**src/rtl/gdrv_pkg.sv**
```systemverilog
package gdrv_pkg;

  typedef enum logic [2:0] {
    PH_STOP,
    PH_HION,
    PH_LOWAIT,
    PH_LOON,
    PH_DEAD
  } phase_t;

  // strobes from control to datapath
  typedef struct packed {
    logic hiOn;
    logic loOn;
    logic cntRun;
  } strobe_t;

  // synchronized inputs and datapath state seen by control
  typedef struct packed {
    logic inS;
    logic sdnS;
    logic uvloS;
    logic lowEnS;
    logic clampS;
    logic swLowS;
    logic hiQ;
    logic loQ;
    logic expired;
  } status_t;

endpackage

```
**src/rtl/gdrv_datapath.sv**
```systemverilog
module gdrv_datapath
  import gdrv_pkg::*;
#(
  parameter int TIMEOUT_CYC = 16,
  parameter int SYNC_STAGES = 2
) (
  input  logic    clk,
  input  logic    rst_n,
  input  logic    pwmIn,
  input  logic    shutdownN,
  input  logic    uvloFlag,
  input  logic    lowSideEn,
  input  logic    ovClamp,
  input  logic    swNodeLow,
  input  strobe_t stb,
  output status_t status
);

  localparam int NUM_IN = 6;
  localparam int CW     = $clog2(TIMEOUT_CYC + 1);

  logic [NUM_IN-1:0] rawIn;
  logic [NUM_IN-1:0] syncOut;
  logic [CW-1:0]     cnt;
  logic              expired;
  logic              hiQ;
  logic              loQ;

  assign rawIn = {swNodeLow, ovClamp, lowSideEn, uvloFlag, shutdownN, pwmIn};

  // one synchronizer chain per input
  for (genvar gi = 0; gi < NUM_IN; gi++) begin : g_sync
    logic [SYNC_STAGES-1:0] chain;
    always_ff @(posedge clk or negedge rst_n) begin
      if (!rst_n) chain <= '0;
      else        chain <= {chain[SYNC_STAGES-2:0], rawIn[gi]};
    end
    assign syncOut[gi] = chain[SYNC_STAGES-1];
  end

  // low-side timeout counter, held at zero outside the wait phase
  assign expired = (cnt == CW'(TIMEOUT_CYC));

  always_ff @(posedge clk or negedge rst_n) begin
    if (!rst_n)           cnt <= '0;
    else if (!stb.cntRun) cnt <= '0;
    else if (!expired)    cnt <= cnt + CW'(1);
  end

  // registered gate outputs
  always_ff @(posedge clk or negedge rst_n) begin
    if (!rst_n) begin
      hiQ <= 1'b0;
      loQ <= 1'b0;
    end else begin
      hiQ <= stb.hiOn;
      loQ <= stb.loOn;
    end
  end

  assign status.inS     = syncOut[0];
  assign status.sdnS    = syncOut[1];
  assign status.uvloS   = syncOut[2];
  assign status.lowEnS  = syncOut[3];
  assign status.clampS  = syncOut[4];
  assign status.swLowS  = syncOut[5];
  assign status.hiQ     = hiQ;
  assign status.loQ     = loQ;
  assign status.expired = expired;

endmodule

```
**src/rtl/gdrv_control.sv**
```systemverilog
module gdrv_control
  import gdrv_pkg::*;
(
  input  logic    clk,
  input  logic    rst_n,
  input  status_t status,
  output strobe_t stb
);

  phase_t phase;
  phase_t nextPhase;
  logic   clampOn;
  logic   holdOff;

  assign clampOn = status.clampS;
  assign holdOff = status.uvloS || !status.sdnS;

  always_comb begin
    nextPhase = phase;
    case (phase)
      PH_STOP:   nextPhase = status.inS ? PH_DEAD : PH_LOWAIT;
      PH_HION:   if (!status.inS) nextPhase = PH_LOWAIT;
      PH_LOWAIT: begin
        if (status.inS) nextPhase = PH_DEAD;
        else if (!status.hiQ && (status.swLowS || status.expired)) nextPhase = PH_LOON;
      end
      PH_LOON:   if (status.inS) nextPhase = PH_DEAD;
      PH_DEAD: begin
        if (!status.inS) nextPhase = PH_LOWAIT;
        else if (!status.loQ) nextPhase = PH_HION;
      end
      default:   nextPhase = PH_STOP;
    endcase
    if (clampOn || holdOff) nextPhase = PH_STOP;
  end

  always_ff @(posedge clk or negedge rst_n) begin
    if (!rst_n) phase <= PH_STOP;
    else        phase <= nextPhase;
  end

  // priority: clamp, then lockout/shutdown, then the phase machine
  always_comb begin
    if (clampOn) begin
      stb.hiOn   = 1'b0;
      stb.loOn   = 1'b1;
      stb.cntRun = 1'b0;
    end else if (holdOff) begin
      stb.hiOn   = 1'b0;
      stb.loOn   = 1'b0;
      stb.cntRun = 1'b0;
    end else begin
      stb.hiOn   = (phase == PH_HION);
      stb.loOn   = (phase == PH_LOON) && status.lowEnS;
      stb.cntRun = (phase == PH_LOWAIT);
    end
  end

endmodule

```
**src/rtl/gate_sequencer.sv**
```systemverilog
module gate_sequencer
  import gdrv_pkg::*;
#(
  parameter int TIMEOUT_CYC = 16,
  parameter int SYNC_STAGES = 2
) (
  input  logic clk,
  input  logic rst_n,
  input  logic pwmIn,
  input  logic shutdownN,
  input  logic uvloFlag,
  input  logic lowSideEn,
  input  logic ovClamp,
  input  logic swNodeLow,
  output logic hiGate,
  output logic loGate
);

  strobe_t ctlStrobe;
  status_t dpStatus;

  gdrv_datapath #(
    .TIMEOUT_CYC(TIMEOUT_CYC),
    .SYNC_STAGES(SYNC_STAGES)
  ) u_datapath (
    .clk      (clk),
    .rst_n    (rst_n),
    .pwmIn    (pwmIn),
    .shutdownN(shutdownN),
    .uvloFlag (uvloFlag),
    .lowSideEn(lowSideEn),
    .ovClamp  (ovClamp),
    .swNodeLow(swNodeLow),
    .stb      (ctlStrobe),
    .status   (dpStatus)
  );

  gdrv_control u_control (
    .clk   (clk),
    .rst_n (rst_n),
    .status(dpStatus),
    .stb   (ctlStrobe)
  );

  assign hiGate = dpStatus.hiQ;
  assign loGate = dpStatus.loQ;

endmodule

```
**config.mk**
```make
export PLATFORM = sky130hd
export DESIGN_NAME = gate_sequencer
export DESIGN_NICKNAME = d
export VERILOG_FILES = /design/src/rtl/gdrv_pkg.sv /design/src/rtl/gdrv_datapath.sv /design/src/rtl/gdrv_control.sv /design/src/rtl/gate_sequencer.sv
export SDC_FILE = /design/constraint.sdc
export NUM_CORES = 1
export LEC_CHECK = 0
export CORE_MARGIN = 4
export CORE_UTILIZATION = 52
export CTS_BUF_LIST = sky130_fd_sc_hd__clkbuf_16
export CTS_CLUSTER_SIZE = 8
export DETAILED_ROUTE_END_ITERATION = 6
export PLACE_DENSITY_LB_ADDON = 0.3
export SYNTH_ARGS = -nofsm -noshare
export SYNTH_HDL_FRONTEND = slang
export SYNTH_SLANG_ARGS = --single-unit
export TNS_END_PERCENT = 50
```
**constraint.sdc**
```tcl
create_clock -name clk -period 2.15 [get_ports clk]
set_clock_uncertainty 0.1 [all_clocks]
set_input_delay 0.43 -clock clk [delete_from_list [all_inputs] [get_ports clk]]
set_output_delay 0.43 -clock clk [all_outputs]
set_load 0.005 [all_outputs]
```
==> results of run 1 <==
==> per-layer routing <==
| layer | vias to the layer above | global-route usage, % | wire [µm] |
|---|---|---|---|
| li1 | 248 | - | - |
| met1 | 244 | 19.4 | 628 |
| met2 | 10 | 20.6 | 603 |
| met3 | 2 | 3.32 | 59 |
| met4 | 0 | 8.06 | 13 |
| met5 | - | 0 | 0 |
==> stage by stage <==
step / util (%) / power [mW]
floorplan: - / 0.452
global placement: 62.9 / 0.477
detailed placement: 62.9 / 0.479
CTS: 69.8 / 0.985
global route: 69.8 / 1.01
finish: 69.8 / 0.981
==> cells by family after synthesis <==
group / count (synthesis) / share of synthesized area (%)
flops: 22 / 65.5
simple gates: 21 / 15.8
compound gates: 9 / 7.74
buf+inv: 6 / 2.68
xor+xnor: 4 / 4.17
fa+ha+maj: 2 / 2.98
mux: 1 / 1.19
==> worst paths after layout <==
kind                       slack [ns]                                    start  depth (start not counted)                                       to
setup / recovery                 0.44  u_datapath.g_sync[2].chain[1]$_DFF_PN0_                          3            u_datapath.cnt[2]$_DFFE_PN0P_
hold / removal                   0.25  u_datapath.g_sync[5].chain[0]$_DFF_PN0_                          0  u_datapath.g_sync[5].chain[1]$_DFF_PN0_
setup reg to reg                 0.44  u_datapath.g_sync[2].chain[1]$_DFF_PN0_                          3            u_datapath.cnt[2]$_DFFE_PN0P_
hold reg to reg                  0.25  u_datapath.g_sync[5].chain[0]$_DFF_PN0_                          0  u_datapath.g_sync[5].chain[1]$_DFF_PN0_
max in group asynchronous        1.31                                    rst_n                          2  u_datapath.g_sync[5].chain[0]$_DFF_PN0_
min in group asynchronous        0.42                                    rst_n                          2            u_datapath.cnt[0]$_DFFE_PN0P_
==> sequential cells by signal (all words and copies together), names as in the netlist <==
signal and count:
u_datapath.hiQ 1, u_control.phase 3, u_datapath.cnt 5, u_datapath.g_sync.chain 12, u_datapath.loQ 1
==> power groups by stage <==
stage | clock (mW) | sequential, mW | combinational (mW)
2_1_floorplan | 0 | 0.440 | 0.0128
3_3_place_gp | 0 | 0.442 | 0.0352
3_5_place_dp | 0 | 0.443 | 0.0360
4_1_cts | 0.513 | 0.436 | 0.0363
5_1_grt | 0.533 | 0.437 | 0.0396
6_report | 0.510 | 0.436 | 0.0355
==> cell type report <==
type / instances / area, µm²
Clock inverter: 1 / 30.0
Inverter: 4 / 15.0
Timing Repair Buffer: 11 / 105
Multi-Input combinational cell: 37 / 268
Sequential cell: 22 / 551
Fill cell: 108 / 460
Clock buffer: 3 / 75.1
Tap cell: 16 / 20.0
==> cells in the mapped netlist <==
| cell | n |
|---|---|
| nor3_2 | 1 |
| nand3_1 | 2 |
| nor3_1 | 1 |
| ha_1 | 2 |
| a211oi_1 | 1 |
| nor2_1 | 7 |
| and3b_1 | 1 |
| xor2_1 | 2 |
| inv_1 | 4 |
| xnor2_1 | 2 |
| dfrtp_1 | 22 |
| clkbuf_1 | 2 |
| o22ai_1 | 1 |
| or4b_4 | 1 |
| o21ai_0 | 2 |
| nand2_1 | 1 |
| nor4b_1 | 1 |
| nand2b_1 | 3 |
| a41o_1 | 1 |
| and3_1 | 1 |
| or3b_4 | 1 |
| a22oi_1 | 1 |
| o21ba_2 | 1 |
| mux2i_1 | 1 |
| nor4bb_1 | 1 |
| a21oi_1 | 1 |
| a2bb2oi_1 | 1 |
==> worst max-delay path: stages, from the launching register on <==
cell,delay (ns)
dfrtp_1,0.38
or3b_4,0.43
or4b_4,0.54
nor3_2,0.18
==> metrics.md, run 1 <==
| Metric | Value |
|---|---|
| Placed insts | `90` |
| Vias in the first global route | `488` |
| Hpwl dp | `843 µm` |
| Cell area after placement | `958 µm²` |
| Syn-to-layout area delta | `26.5%` |
| Mean post-synth cell area | `12.9 µm²` |
| Synth cell types | `27` |
| Post-route minimum period | `1.71 ns` |
| Area of the mapped netlist | `841 µm²` |
| Maximum clock frequency | `586 MHz` |
| Routability congestion estimate | `0.842` |
| Cell Pwr Density | `923 nW/µm²` |
| Power share of the clock group | `52.0%` |
| Crit share post-route | `79.3%` |
| Post-synth net total | `75` |
| Wirelength per Cell | `13.9 µm` |
| Final hold slack | `0.248 ns` |
| DR iter-0 viols | `3` |
| Die height | `48.2 µm` |
| Num Clock Sinks | `22` |
| Crit start category | `flip-flop` |
| Top-area cell type share of the netlist area | `65.5%` |
| P_leak | `0.474 nW` |
| Run status | `finished, final reports clean` |
| Pre-CTS setup slack | `0.462 ns` |
| # DRC | `0` |
| Combinational share of power | `3.6%` |
| Number of max-cap violations | `0` |
| Global-route wire length before repair | `2.19 mm` |
| Starting density of the core | `55.2%` |
| CTS tree | `built` |
| Num CTS Buffers | `3` |
| #FFs+latches synth | `22` |
| CTS clk-pin slew, worst paths | `0.06 ns` |
| Final Hold Vio Count | `0` |
| Final TNS setup | `0 ns` |
| I/O pins | `10` |
| Worst EP arrival | `1.78 ns` |
| Crit Path Category | `reg -> reg` |
| Post-CTS resize count | `0` |
| CTS H-tree lvls | `1` |
| Final setup fails | `0` |
| Post-Layout Inst Area | `1060 µm²` |
| Yosys warns | `0` |
| Critical Path RT | `2.23 ns` |
| Clk buf depth | `2` |
| CP Max Fanout | `5` |
| Sw power | `0.163 mW` |
| Vias | `504` |
| Vias per cell | `5.36` |
| Post-synthesis sequential area ratio | `65.5%` |
| Actual slew at the worst max-slew pin | `0.339 ns` |
| Area leader, netlist | `dfrtp_1` |
| Drt total wl | `1.30 mm` |
| Full die area | `2320 µm²` |
| GRT Total Usage | `14.2%` |
| Non-filler cells in the finished layout | `94` |
| Fin. max-slew vios | `0` |
| Grt ovf | `0` |
| DR pass1 iterations | `4` |
| Root Buffer | `clkbuf_16` |
| Leading cell type in the layout, fill and taps excluded | `dfrtp_1` |
| Post-synthesis cell count | `65` |
| Slew margin rel. | `77.1%` |
| Final Worst Setup Slack | `0.445 ns` |
| Share of cells above drive strength 1 | `12.8%` |
| IO Port Bufs | `9` |
| Synth top area cells | `dfrtp_1, nor2_1, ha_1` |
| Largest net degree at the start of global routing | `23` |
| Sw Share | `16.6%` |
| RSZ-0062 raised after global routing | `false` |
| # hold bufs at CTS | `0` |
| Sequential Power Share | `44.4%` |
| Hold crit path type | `reg -> reg` |
| Most frequent cells in the layout | `dfrtp_1, clkdlybuf4s50_1, nor2_1, inv_1` |
| Later-pin clock latency in the skew report | `0.25 ns` |
| Type of element capturing the critical path | `flip-flop` |
| Post-DRT Antenna Nets | `0` |
| Total setup buffers inserted after CTS | `0` |
| Internal power | `0.818 mW` |
| Core ar. | `1520 µm²` |
| Diodes inserted | `0` |
| Initial antenna violation count | `0` |
| Final #Nets | `89` |
| Die Width | `48.2 µm` |
| Peak supply drop | `524 µV` |
| Row cnt | `14` |
Power figures use the tool's default switching activity.
==> inputs of run 2 (changes only) <==
clock period = 1.6 ns   (was 2.15 ns; I/O delays follow)
==> metrics.md, run 2 (synthesized netlist as in run 1, its figures left out) <==
| Metric | Value |
|---|---|
| Run status | `complete, but fails checks (was finished, final reports clean)` |
| Failing checks | `setup timing` |
| Initial antenna violation count | `0 (unchanged)` |
| Filler instances | `109 (was 108)` |
| DR pass1 iterations | `4 (unchanged)` |
| Largest delay contributor family on the critical path | `simple AND/OR/NAND/NOR gates (unchanged)` |
| Row cnt | `14 (unchanged)` |
| Vias | `518 (was 504)` |
| Die Width | `48.2 µm (unchanged)` |
| GRT Total Usage | `15.1% (was 14.2%)` |
| Clk buf depth | `2 (unchanged)` |
| Flop2flop setup slack | `-0.09 ns (was 0.44 ns)` |
| Critical Path Stages | `3 (unchanged)` |
| Starting density of the core | `55.2% (unchanged)` |
| CTS tree | `built (unchanged)` |
| IO Port Bufs | `9 (unchanged)` |
| DR iter-0 viols | `11 (was 3)` |
| CP max-delay cell | `or4b_4 (unchanged)` |
| Slew margin rel. | `82.2% (was 77.1%)` |
| Largest net degree at the start of global routing | `23 (unchanged)` |
| CP startpoint | `u_datapath.g_sync[2].chain[1]$_DFF_PN0_ (unchanged)` |
| P_leak | `0.492 nW (was 0.474 nW)` |
| Vias per cell | `5.29 (was 5.36)` |
| Die height | `48.2 µm (unchanged)` |
| Crit share post-route | `106% (was 79.3%)` |
| Share of cells above drive strength 1 | `18.3% (was 12.8%)` |
| # DRC | `0 (unchanged)` |
| Root Buffer | `clkbuf_16 (unchanged)` |
| Layout Utilization | `71.1% (was 69.8%)` |
| Worst reg-to-reg path cell count | `3 (unchanged)` |
| FF+latch area | `551 µm² (unchanged)` |
| Crit start category | `flip-flop (unchanged)` |
| Worst hold start | `u_datapath.g_sync[2].chain[0]$_DFF_PN0_ (was u_datapath.g_sync[5].chain[0]$_DFF_PN0_)` |
| Final Hold Vio Count | `0 (unchanged)` |
| Post-route minimum period | `1.69 ns (was 1.71 ns)` |
| Maximum clock frequency | `591 MHz (was 586 MHz)` |
| Actual slew at the worst max-slew pin | `0.266 ns (was 0.339 ns)` |
| Final setup fails | `3 (was 0)` |
| Hpwl dp | `888 µm (was 843 µm)` |
| Largest regs | `u_datapath.g_sync.chain x12, u_datapath.cnt x5, u_control.phase x3 (unchanged)` |
| Crit Path Category | `reg -> reg (unchanged)` |
| Leading cell type in the layout, fill and taps excluded | `dfrtp_1 (unchanged)` |
| Global-route wire length before repair | `2.30 mm (was 2.19 mm)` |
| Diodes inserted | `0 (unchanged)` |
| Worst EP arrival | `1.76 ns (was 1.78 ns)` |
| Reg-to-reg critical path startpoint | `u_datapath.g_sync[2].chain[1]$_DFF_PN0_ (unchanged)` |
| CP max stage delay | `0.54 ns (about the same)` |
| CP Max Fanout | `5 (unchanged)` |
| Critical Path RT | `1.67 ns (was 2.23 ns)` |
| Peak supply drop | `816 µV (was 524 µV)` |
| Final #Nets | `93 (was 89)` |
| Full die area | `2320 µm² (unchanged)` |
| Hold endpoint | `u_datapath.g_sync[2].chain[1]$_DFF_PN0_ (was u_datapath.g_sync[5].chain[1]$_DFF_PN0_)` |
| Max reg flops | `12 (unchanged)` |
| Hold path cells | `0 (unchanged)` |
| Num Clock Sinks | `22 (unchanged)` |
| Routability congestion estimate | `0.836 (was 0.842)` |
| CTS clk-pin slew, worst paths | `0.05 ns (was 0.06 ns)` |
| Number of max-cap violations | `0 (unchanged)` |
| RSZ-0062 raised after global routing | `true (was false)` |
| Grt ovf | `0 (unchanged)` |
| Crit path buffers/inverters | `0 (unchanged)` |
| Type of element capturing the critical path | `flip-flop (unchanged)` |
| Area of the multi-input gates | `282 µm² (was 268 µm²)` |
| Largest reg by FF count | `u_datapath.g_sync.chain (unchanged)` |
| Wirelength per Cell | `13.3 µm (was 13.9 µm)` |
| Hold crit path type | `reg -> reg (unchanged)` |
| Most frequent cells in the layout | `dfrtp_1, clkdlybuf4s50_1, nor2_1, buf_4, inv_1 (was dfrtp_1, clkdlybuf4s50_1, nor2_1, inv_1)` |
| Num CTS Buffers | `3 (unchanged)` |
| I/O pins | `10 (unchanged)` |
| Final Worst Setup Slack | `-0.0913 ns (was 0.445 ns)` |
| Cell Pwr Density | `1060 nW/µm² (was 923 nW/µm²)` |
| Post-Layout Inst Area | `1080 µm² (was 1060 µm²)` |
| Fin. max-slew vios | `0 (unchanged)` |
| Vias in the first global route | `529 (was 488)` |
| Final TNS setup | `-0.116 ns (was 0 ns)` |
| Post-DRT Antenna Nets | `0 (unchanged)` |
| Drt total wl | `1.30 mm (unchanged)` |
| Syn-to-layout area delta | `28.9% (was 26.5%)` |
| Worst reg2reg path endpoint | `u_datapath.cnt[2]$_DFFE_PN0P_ (unchanged)` |
| CTS H-tree lvls | `1 (unchanged)` |
| # hold bufs at CTS | `0 (unchanged)` |
| Later-pin clock latency in the skew report | `0.25 ns (about the same)` |
| Worst path cell trace | `or3b_4 -> or4b_4 -> nor3_2 (unchanged)` |
| Cell area after placement | `987 µm² (was 958 µm²)` |
| Core ar. | `1520 µm² (unchanged)` |
[run 2: cell types whose count changed in the layout (fill, tap and decap cells not counted), sizes merged]
cell	before	now
buf	2	6
clkdlybuf4s50	9	8
clkinv	0	1
dlymetal6s2s	0	1
bufinv	1	0
[run 2: stage by stage]
stage / worst slack, ns / hold slack, ns / std cells / total power [mW]
5_1_grt: -0.148 / 0.255 / 98 / 1.19
3_5_place_dp: -0.0586 / 0.235 / 93 / 0.646
6_report: -0.0913 / 0.246 / 98 / 1.14
3_3_place_gp: -0.0234 / 0.233 / 93 / 0.644
4_1_cts: -0.0838 / 0.248 / 98 / 1.16
2_1_floorplan: -0.0283 / -0.0756 / 65 / 0.608
[run 2: worst max path at each step]
stage                                         end
floorplan           u_datapath.cnt[2]$_DFFE_PN0P_
global placement    u_datapath.cnt[2]$_DFFE_PN0P_
detailed placement  u_datapath.cnt[2]$_DFFE_PN0P_
CTS                 u_datapath.cnt[2]$_DFFE_PN0P_
global route        u_datapath.cnt[2]$_DFFE_PN0P_
finish              u_datapath.cnt[2]$_DFFE_PN0P_
[run 2: layer usage]
metal	track usage, %	wire [µm]	part of all wire [%]	up-vias
li1	-	-	-	257
met1	20.0	642	49	250
met2	22.1	582	45	9
met3	3.32	61	4.7	2
met4	9.68	19	1.5	0
met5	0	0	0	-
[run 2: power breakdown]
group / internal [mW] / total, mW / switching [mW]
Sequential: 0.575 / 0.586 / 0.0111
Combinational: 0.0309 / 0.0506 / 0.0198
Clock: 0.332 / 0.507 / 0.175
[run 2: what timing repair did]
action                                  CTS  global route
endpoints found under the setup margin    5             7
pin swaps                                 2             0
resized for setup                         2             1
endpoints found under the hold margin     0             0
buffers inserted                          1             0
[run 2: cell type report]
type	instances	area share, %
clock buffers	3	6.93
repair buffers	15	12.7
flip-flops and latches	22	50.8
inverters	4	1.39
multi-input cells	37	26.0
well taps	16	1.85
clock inverters	1	0.346
